## src/rtl/mcc_pkg.sv

```systemverilog
package mcc_pkg;

  typedef enum logic [2:0] {
    OP_INC   = 3'd0,
    OP_ADD   = 3'd1,
    OP_SUB   = 3'd2,
    OP_DBL   = 3'd3,
    OP_FILL  = 3'd4
  } op_e;

  // Select the operation bound to a mode code.
  function automatic op_e pick_op(input logic [1:0] m,
                                  input op_e o0, input op_e o1,
                                  input op_e o2, input op_e o3);
    case (m)
      2'd0:    return o0;
      2'd1:    return o1;
      2'd2:    return o2;
      default: return o3;
    endcase
  endfunction

  // Operations whose chain input is the inverted carry.
  function automatic logic inverts_cin(input op_e op);
    return (op == OP_SUB) || (op == OP_FILL);
  endfunction

  // Operations that report signed overflow.
  function automatic logic reports_ovf(input op_e op);
    return (op == OP_ADD) || (op == OP_SUB) || (op == OP_DBL);
  endfunction

endpackage

```

## src/rtl/mcc_bit_lut.sv

```systemverilog
// Per-bit function: sees only one A bit, one B bit and the mode pins.
module mcc_bit_lut
  import mcc_pkg::*;
#(
  parameter op_e OP_M0    = OP_SUB,
  parameter op_e OP_M1    = OP_ADD,
  parameter op_e OP_M2    = OP_FILL,
  parameter op_e OP_M3    = OP_DBL,
  parameter bit  KILL_EN  = 1'b1,
  parameter int  KILL_BIT = 0
) (
  input  logic       a_bit,
  input  logic       b_bit,
  input  logic [1:0] mode,
  output logic       prop,
  output logic       gen
);
  localparam int KB = (KILL_BIT != 0) ? 1 : 0;

  op_e  op;
  logic a_eff;

  always_comb begin
    op    = pick_op(mode, OP_M0, OP_M1, OP_M2, OP_M3);
    a_eff = (KILL_EN && !mode[KB]) ? 1'b0 : a_bit;
    case (op)
      OP_INC:  begin prop = a_eff;            gen = 1'b0;  end
      OP_ADD:  begin prop = a_eff ^ b_bit;    gen = a_eff; end
      OP_SUB:  begin prop = ~(a_eff ^ b_bit); gen = a_eff; end
      OP_DBL:  begin prop = 1'b0;             gen = a_eff; end
      default: begin prop = 1'b1;             gen = 1'b0;  end
    endcase
  end
endmodule

```

## src/rtl/mcc_ripple.sv

```systemverilog
// Dedicated carry multiplexers and sum XORs around a row of bit functions.
module mcc_ripple
  import mcc_pkg::*;
#(
  parameter int  W        = 8,
  parameter op_e OP_M0    = OP_SUB,
  parameter op_e OP_M1    = OP_ADD,
  parameter op_e OP_M2    = OP_FILL,
  parameter op_e OP_M3    = OP_DBL,
  parameter bit  KILL_EN  = 1'b1,
  parameter int  KILL_BIT = 0
) (
  input  logic [W-1:0] a,
  input  logic [W-1:0] b,
  input  logic [1:0]   mode,
  input  logic         c_in,
  output logic [W-1:0] sum,
  output logic         c_msb,
  output logic         c_out
);
  logic [W-1:0] prop;
  logic [W-1:0] gen;

  for (genvar i = 0; i < W; i++) begin : g_bit
    mcc_bit_lut #(
      .OP_M0(OP_M0), .OP_M1(OP_M1), .OP_M2(OP_M2), .OP_M3(OP_M3),
      .KILL_EN(KILL_EN), .KILL_BIT(KILL_BIT)
    ) u_lut (
      .a_bit(a[i]),
      .b_bit(b[i]),
      .mode (mode),
      .prop (prop[i]),
      .gen  (gen[i])
    );
  end

  always_comb begin
    logic carry;
    carry = c_in;
    c_msb = 1'b0;
    sum   = '0;
    for (int i = 0; i < W; i++) begin
      sum[i] = prop[i] ^ carry;
      if (i == W - 1) c_msb = carry;
      carry = prop[i] ? carry : gen[i];
    end
    c_out = carry;
  end
endmodule

```

## src/rtl/mcc_ctrl.sv

```systemverilog
// Chain-entry carry and overflow enable derived from the mode pins.
module mcc_ctrl
  import mcc_pkg::*;
#(
  parameter op_e OP_M0 = OP_SUB,
  parameter op_e OP_M1 = OP_ADD,
  parameter op_e OP_M2 = OP_FILL,
  parameter op_e OP_M3 = OP_DBL
) (
  input  logic [1:0] mode,
  input  logic       cin,
  output logic       chain_cin,
  output logic       ovf_en
);
  op_e op;

  always_comb begin
    op        = pick_op(mode, OP_M0, OP_M1, OP_M2, OP_M3);
    chain_cin = cin ^ inverts_cin(op);
    ovf_en    = reports_ovf(op);
  end
endmodule

```

## src/rtl/mcc_unit.sv

```systemverilog
module mcc_unit
  import mcc_pkg::*;
#(
  parameter int  W        = 8,
  parameter op_e OP_M0    = OP_SUB,
  parameter op_e OP_M1    = OP_ADD,
  parameter op_e OP_M2    = OP_FILL,
  parameter op_e OP_M3    = OP_DBL,
  parameter bit  KILL_EN  = 1'b1,
  parameter int  KILL_BIT = 0
) (
  input  logic         clk,
  input  logic         rst,
  input  logic         in_valid,
  output logic         in_ready,
  input  logic [W-1:0] a,
  input  logic [W-1:0] b,
  input  logic         cin,
  input  logic [1:0]   mode,
  input  logic         use_acc,
  output logic         out_valid,
  input  logic         out_ready,
  output logic [W-1:0] res,
  output logic         cout,
  output logic         ovf
);
  logic [W-1:0] opa;
  logic [W-1:0] sum;
  logic         chain_cin;
  logic         ovf_en;
  logic         c_msb;
  logic         c_out;
  logic         load;

  assign opa      = use_acc ? res : a;
  assign in_ready = !out_valid || out_ready;
  assign load     = in_valid && in_ready;

  mcc_ctrl #(
    .OP_M0(OP_M0), .OP_M1(OP_M1), .OP_M2(OP_M2), .OP_M3(OP_M3)
  ) u_ctrl (
    .mode     (mode),
    .cin      (cin),
    .chain_cin(chain_cin),
    .ovf_en   (ovf_en)
  );

  mcc_ripple #(
    .W(W), .OP_M0(OP_M0), .OP_M1(OP_M1), .OP_M2(OP_M2), .OP_M3(OP_M3),
    .KILL_EN(KILL_EN), .KILL_BIT(KILL_BIT)
  ) u_chain (
    .a    (opa),
    .b    (b),
    .mode (mode),
    .c_in (chain_cin),
    .sum  (sum),
    .c_msb(c_msb),
    .c_out(c_out)
  );

  always_ff @(posedge clk) begin
    if (rst) begin
      out_valid <= 1'b0;
      res       <= '0;
      cout      <= 1'b0;
      ovf       <= 1'b0;
    end else if (load) begin
      out_valid <= 1'b1;
      res       <= sum;
      cout      <= c_out;
      ovf       <= ovf_en & (c_out ^ c_msb);
    end else if (out_ready) begin
      out_valid <= 1'b0;
    end
  end
endmodule

```

## config.mk

```make
export PLATFORM = sky130hd
export DESIGN_NAME = mcc_unit
export DESIGN_NICKNAME = d
export VERILOG_FILES = /design/src/rtl/mcc_pkg.sv /design/src/rtl/mcc_bit_lut.sv /design/src/rtl/mcc_ripple.sv /design/src/rtl/mcc_ctrl.sv /design/src/rtl/mcc_unit.sv
export SDC_FILE = /design/constraint.sdc
export NUM_CORES = 1
export LEC_CHECK = 0
export ABC_AREA = 0
export BUFFER_PORTS_ARGS = -buffer_cell sky130_fd_sc_hd__buf_2
export CORE_MARGIN = 2
export CORE_UTILIZATION = 52
export CTS_CLUSTER_DIAMETER = 100
export DETAILED_ROUTE_END_ITERATION = 8
export PLACE_DENSITY = 0.8
export SLEW_MARGIN = 0
export SYNTH_ARGS = -nofsm -noshare
export SYNTH_HDL_FRONTEND = slang
export SYNTH_SLANG_ARGS = --single-unit
```

## constraint.sdc

```tcl
create_clock -name clk -period 2.3 [get_ports clk]
set_input_delay 0.46 -clock clk [delete_from_list [all_inputs] [get_ports clk]]
set_output_delay 0.46 -clock clk [all_outputs]
set_load 0.01 [all_outputs]
```

## Yosys cells after proc, flatten, opt, wreduce, memory -nomap -nowiden

Index checks and enable logic that the tools add are counted.

| word-level totals | value |
|---|---|
| register bits after elaboration | 11 |
| input bits | 24 |
| output and inout port bits | 12 |

| operators by class | value |
|---|---|
| equality and inequality tests | 6 |
| multiplexer cells | 36 |
| bitwise logic cells | 27 |
| reductions and logical operators | 10 |

Operators with widths:

| kind | number |
|---|---|
| case mux 1 bit (4 select lines) | 8 |
| 2-to-1 mux 1 bit | 26 |
| bitwise XOR 1 bit | 18 |
| case mux 3 bit (3 select lines) | 1 |
| 2-to-1 mux 8 bit | 1 |
| inverter 1 bit | 8 |
| == test 3 x 2 -> 1 bit, second input constant | 2 |
| logical OR 1 bit | 4 |
| == test 3 x 1 -> 1 bit, second input constant | 1 |
| == test 3 bit, second input constant | 1 |
| logical NOT 3 bit | 1 |
| OR reduction 3 bit | 1 |
| == test 2 x 1 -> 1 bit, second input constant | 1 |
| == test 2 bit, second input constant | 1 |
| logical NOT 2 bit | 1 |
| nonzero test 2 bit | 1 |
| AND 1 bit | 1 |
| logical AND 1 bit | 1 |
| logical NOT 1 bit | 1 |

## Logic depth before layout (Yosys ltp)

| depth | value |
|---|---|
| depth after elaboration | 15 |
| gate-level depth with buffers | 8 |

## Modules after synthesis

A second synthesis with hierarchy kept.

| second synthesis, totals | value |
|---|---|
| cells, all modules | 141 |
| area total of the unflattened synthesis | 1169.9 µm² |

Modules (own cells, without submodules):

| module | instances | cells an instance | area an instance (µm²) | sequential area each (µm²) |
|---|---|---|---|---|
| mcc_unit | 1 | 60 | 540.5 | 220.2 |
| mcc_bit_lut | 8 | 5 | 38.8 | 0.0 |
| mcc_ripple | 1 | 39 | 304.0 | 0.0 |
| mcc_ctrl | 1 | 2 | 15.0 | 0.0 |

## Least setup slack after synthesis

OpenSTA, ideal clock, no wires.

| timing | value |
|---|---|
| path type | input to register |
| start | input b[4] |
| end | register res[7] |
| data arrival time | 2.016 ns |
| slack | 0.166 ns |
| stages on the path | 7 |
| buffers on the path | 1 |
| cell sequence | clkbuf_1 > inv_1 > o31a_1 > o31ai_2 > o41ai_1 > or3_1 > a32o_1 |

| between the ends | value |
|---|---|
| cells in the longest elaborated chain, start to end | 7 |

Ends and longest elaborated chain:

| element | line | text |
|---|---|---|
| start: declaration | mcc_unit.sv:17 | `input logic [W-1:0] b,` |
| bitwise XOR 1 bit * | mcc_bit_lut.sv:28, mcc_bit_lut.sv:29 |  |
| inverter 1 bit | mcc_bit_lut.sv:29 | `OP_SUB: begin prop = ~(a_eff ^ b_bit); gen = a_eff; end` |
| case mux 1 bit (4 select lines) * | mcc_bit_lut.sv:26 | `case (op)` |
| 2-to-1 mux 1 bit * (3 in series) | mcc_ripple.sv:45 | `carry = prop[i] ? carry : gen[i];` |
| bitwise XOR 1 bit * | mcc_ripple.sv:43 | `sum[i] = prop[i] ^ carry;` |
| end signal: assignment | mcc_unit.sv:69 | `res <= sum;` |
| end: declaration | mcc_unit.sv:23 | `output logic [W-1:0] res,` |

Mark *: on every way between the ends. The rest lies on a longest branch, timed or not.
A chain may end at the register's enable or synchronous reset.

## Worst setup path after layout

| timing | value |
|---|---|
| start | input use_acc |
| end | register res[7] |

| between the ends | value |
|---|---|
| cells in the longest elaborated chain, start to end | 13 |
| elaborated cells between the ends (all ways) | 48 |

Ends and longest elaborated chain:

| element | line | text |
|---|---|---|
| start: declaration | mcc_unit.sv:20 | `input logic use_acc,` |
| 2-to-1 mux 8 bit * | mcc_unit.sv:35 | `assign opa = use_acc ? res : a;` |
| 2-to-1 mux 1 bit | mcc_bit_lut.sv:25 | `a_eff = (KILL_EN && !mode[KB]) ? 1'b0 : a_bit;` |
| bitwise XOR 1 bit | mcc_bit_lut.sv:28, mcc_bit_lut.sv:29 |  |
| inverter 1 bit | mcc_bit_lut.sv:29 |  |
| case mux 1 bit (4 select lines) | mcc_bit_lut.sv:26 |  |
| 2-to-1 mux 1 bit (7 in series) | mcc_ripple.sv:45 |  |
| bitwise XOR 1 bit * | mcc_ripple.sv:43 |  |

Marks and branches as above.

==> results.txt <==
The netlist area before placement is 1290 um^2. The flip-flop and latch count after synthesis came out at 11. The routability congestion estimate from global placement came out at 0.910. The average instance area after synthesis came out at 6.95 um^2. The relative slew slack came out at 69.4%.

The area share of fa/ha/maj cells after synthesis came out at 0%. The launch point of the critical path is use_acc. The y dimension of the die came out at 53.7 um.

The placeable core area came out at 2410 um^2. The reported max-cap violation count is 0. The worst setup path is launched from an input pin. The remaining global-route overflow came out at 0. The count of input and output buffers is 35. The largest individual stage delay along the critical path comes from the cell o41ai_1. The maximum cell stage delay along the critical path is 470 ps. The count of nets after finishing came out at 261. STA classifies the critical path endpoint as a flip-flop. The layout cell share with drive strength beyond 1 is 30.5%. The total routing resource utilization after global routing came out at 29.8%.

The share of the cycle needed by the critical path after routing is 91.9%. The total number of yosys warnings is 0. The die outline area is 2890 um^2.

The flow ran to the end, and the final reports show no timing, DRC or antenna violations. The count of mapped cells out of synthesis came out at 185. The initial standard-cell utilization of the core came out at 53.4%.

The number of fill cells in the layout came out at 202. The total leakage power came out at 0.741 nW. The first routing iteration left 67 violations. The endpoint identified for the worst register-to-register timing path is res[5].

The data arrival time of the critical path is 2290 ps. The number of remaining DRC errors is 0. Setup repair after global routing left no endpoint under its margin. The worst path in the final design needs a cycle of 2110 ps, including I/O delays and setup. The setup TNS came out at 0 ps.

The CTS buffer count came out at 3. The clock arrives with 0.296 ps of skew. On the critical path the largest part of the delay comes from compound AO/OA/AOI/OAI gates. For the worst flop-to-flop path, the logic depth is 8. Post-CTS timing repair inserted 0 buffers for setup. The worst-case register-to-register setup slack is 300 ps. The portion of synthesized area spent on multiplexers is 11.6%. The worst path buffer plus inverter count is 1.

Synthesis instantiated 50 different standard cells from the library. The die width is 53.7 um. The number of optimization iterations in the first detailed-route pass is 8. The number of rows created at floorplan came out at 18. The required time of the worst setup path is 2480 ps. The largest net degree at the start of global routing is 14.

The path class of the tightest hold or removal check is input pin to flip-flop. The largest fanout of any net on the critical path came out at 10. The number of H-tree branching levels is 1.

After detailed routing, the number of vias per cell comes to 6.18. Static timing analysis puts the maximum clock frequency at 0.473 GHz. The deepest clock path buffer count came out at 2. The post-route antenna net violation count is 0. The count of cell instances traversed by the critical path is 7. By area, the combinational part of the netlist is dominated by compound AO/OA/AOI/OAI gates.

The initial antenna violation count is 0. The proportion of synthesized chip area in sequential cells is 17.1%. The fraction of the mapped netlist area in compound gates came out at 36.4%. The actual slew at the worst max-slew pin came out at 459 ps. The number of vias in the routed layout came out at 1643. The final count of negative-setup-slack endpoints is 0. Following the worst setup path forward leads to its endpoint at res[7]. Dividing the detail-routed wire length by the instance count gives 15.0 um.

The cts-stage hold buffer count came out at 0. The simple-gate share of the synthesized area came out at 26.2%. The HPWL after detailed placement came out at 3.11 mm. After Yosys synthesis, XOR and XNOR cells account for 2.72% of the synthesized area.

The count of final max-slew check failures is 0. The first-pass GRT wire length is 6.37 mm. The critical path is of the input pin to flip-flop type. Cells fill 68.6% of the core in the end.

The register clock-pin slew on the reported worst setup and hold paths came out at 80 ps. The total detailed-routing wirelength came out at 3.98 mm. The number of global-route vias before repair is 1410. 0 antenna diodes ended up in the layout. The worst vdd rail ir drop came out at 0.355 mV. TritonCTS built the clock tree.

The clock latency of the later-clocked register in the worst-skew pair came out at 280 ps. Among all flip-flop cells after synthesis, the most frequent one is dfxtp_1. The area growth from synthesis to layout is 28.5%. For this run, asynchronously set or reset flops after synthesis account for 0%. Traced cell by cell, the critical path runs through clkbuf_4 > mux2i_2 > mux2i_1 > a21oi_2 > o41ai_1 > o21ai_0 > a32o_1. The post-cts sizing count came out at 0. The clock sink count is 11. The number of I/O pins is 36.

The synthesized design contains 0 enable-type register cells. For this design the ratio of total power to cell area is 431 nW/um^2. The net count after synthesis is 209. The tree is rooted in a clkbuf_4.

The startpoint identified for the worst register-to-register timing path is res[2]. The final number of hold-violating endpoints is 0.
cell usage in the layout (no fill, tap or decap), types with 3 or more instances in the layout:
master,n
mux2i_1,7
or3_1,3
nor2b_1,4
clkbuf_4,4
a21oi_1,19
mux2_2,4
dfxtp_1,11
nand3_1,6
o21ai_0,14
o31ai_1,3
a21o_1,3
nor2_1,19
mux2i_2,3
nand2_1,14
nor3_1,4
and2_1,4
buf_2,34
inv_1,7
a211oi_1,3
nand2b_1,4
a31oi_1,5
buf_4,22
o22ai_1,3
report_power, final:
group	leakage, nW	internal [W]	total (W)	switching (W)
clock network	0.0150	0.0000673	0.000143	0.0000759
registers	0.0908	0.000208	0.000221	0.0000134
logic	0.635	0.000155	0.000348	0.000193
stage by stage:
stage / setup slack, ps / hold slack, ps / cell area (um^2) / instances / power [W]
3_3_place_gp: -75.4 / 453 / 1620 / 262 / 0.000547
4_1_cts: 136 / 433 / 1640 / 266 / 0.000700
5_1_grt: 30.9 / 443 / 1650 / 266 / 0.000755
6_report: 186 / 429 / 1650 / 266 / 0.000712
3_5_place_dp: -146 / 468 / 1620 / 262 / 0.000560
2_1_floorplan: 166 / 485 / 1290 / 185 / 0.000432
state kept, by name (all words and copies together) (netlist names):
name,count
res,8
cout,1
out_valid,1
ovf,1
cells in the mapped netlist (2+ instances only):
master | count | area, um^2
dfxtp_1 | 11 | 220
nand3_1 | 6 | 30.0
a21o_1 | 3 | 22.5
buf_1 | 2 | 7.51
xor2_1 | 2 | 17.5
o31a_1 | 2 | 17.5
a211oi_1 | 3 | 22.5
nor2b_1 | 4 | 25.0
o21ai_0 | 14 | 70.1
mux2i_1 | 9 | 90.1
nor3_1 | 4 | 20.0
clkbuf_1 | 5 | 18.8
a21oi_1 | 19 | 95.1
inv_1 | 7 | 26.3
mux2_2 | 4 | 45.0
xnor2_1 | 2 | 17.5
nand2b_1 | 4 | 25.0
o211ai_1 | 2 | 15.0
or3_1 | 3 | 18.8
nor2_1 | 19 | 71.3
o2bb2ai_1 | 2 | 17.5
o21bai_1 | 2 | 15.0
a31oi_1 | 5 | 31.3
and2_1 | 4 | 25.0
o31ai_1 | 3 | 22.5
nand2_1 | 14 | 52.6
o31ai_2 | 2 | 25.0
o22ai_1 | 3 | 18.8
nand4b_1 | 2 | 17.5
nand4_1 | 2 | 12.5
buf_2 | 2 | 10.0
tightest hold or removal path: stages:
cell and delay (ps):
buf_2 110, inv_1 40, a21oi_1 50
how the worst min path moves through the flow:
stage             start        end  slack [ps]  cells past startpoint
2_1_floorplan    res[2]     res[2]         480                      2
3_3_place_gp     res[2]     res[2]         450                      2
3_5_place_dp     res[2]     res[2]         470                      2
4_1_cts        in_valid  out_valid         430                      3
5_1_grt        in_valid  out_valid         440                      3
6_report       in_valid  out_valid         430                      3
layout make-up:
class	instances	area, um^2	area share (%)
flip-flops and latches	11	220	13.3
repair buffers	57	343	20.7
clock buffers	4	26.3	1.59
inverters	8	30.0	1.82
multi-input cells	156	996	60.3
well taps	30	37.5	2.27
kinds of logic (layout without fill, tap and decap cells):
logic type | after synthesis | after routing
compound gates | 71 | 71
simple gates | 67 | 67
buf+inv | 18 | 69
mux | 14 | 14
flops | 11 | 11
xor+xnor | 4 | 4
routing by layer:
| layer | global-route usage (%) | wire [um] | vias up |
|---|---|---|---|
| li1 | - | - | 798 |
| met4 | 13.7 | 91 | 0 |
| met1 | 37.0 | 1740 | 757 |
| met5 | 0 | 0 | - |
| met3 | 5.28 | 245 | 15 |
| met2 | 49.8 | 1900 | 73 |
Note: power is estimated with default switching activity, not from simulation.
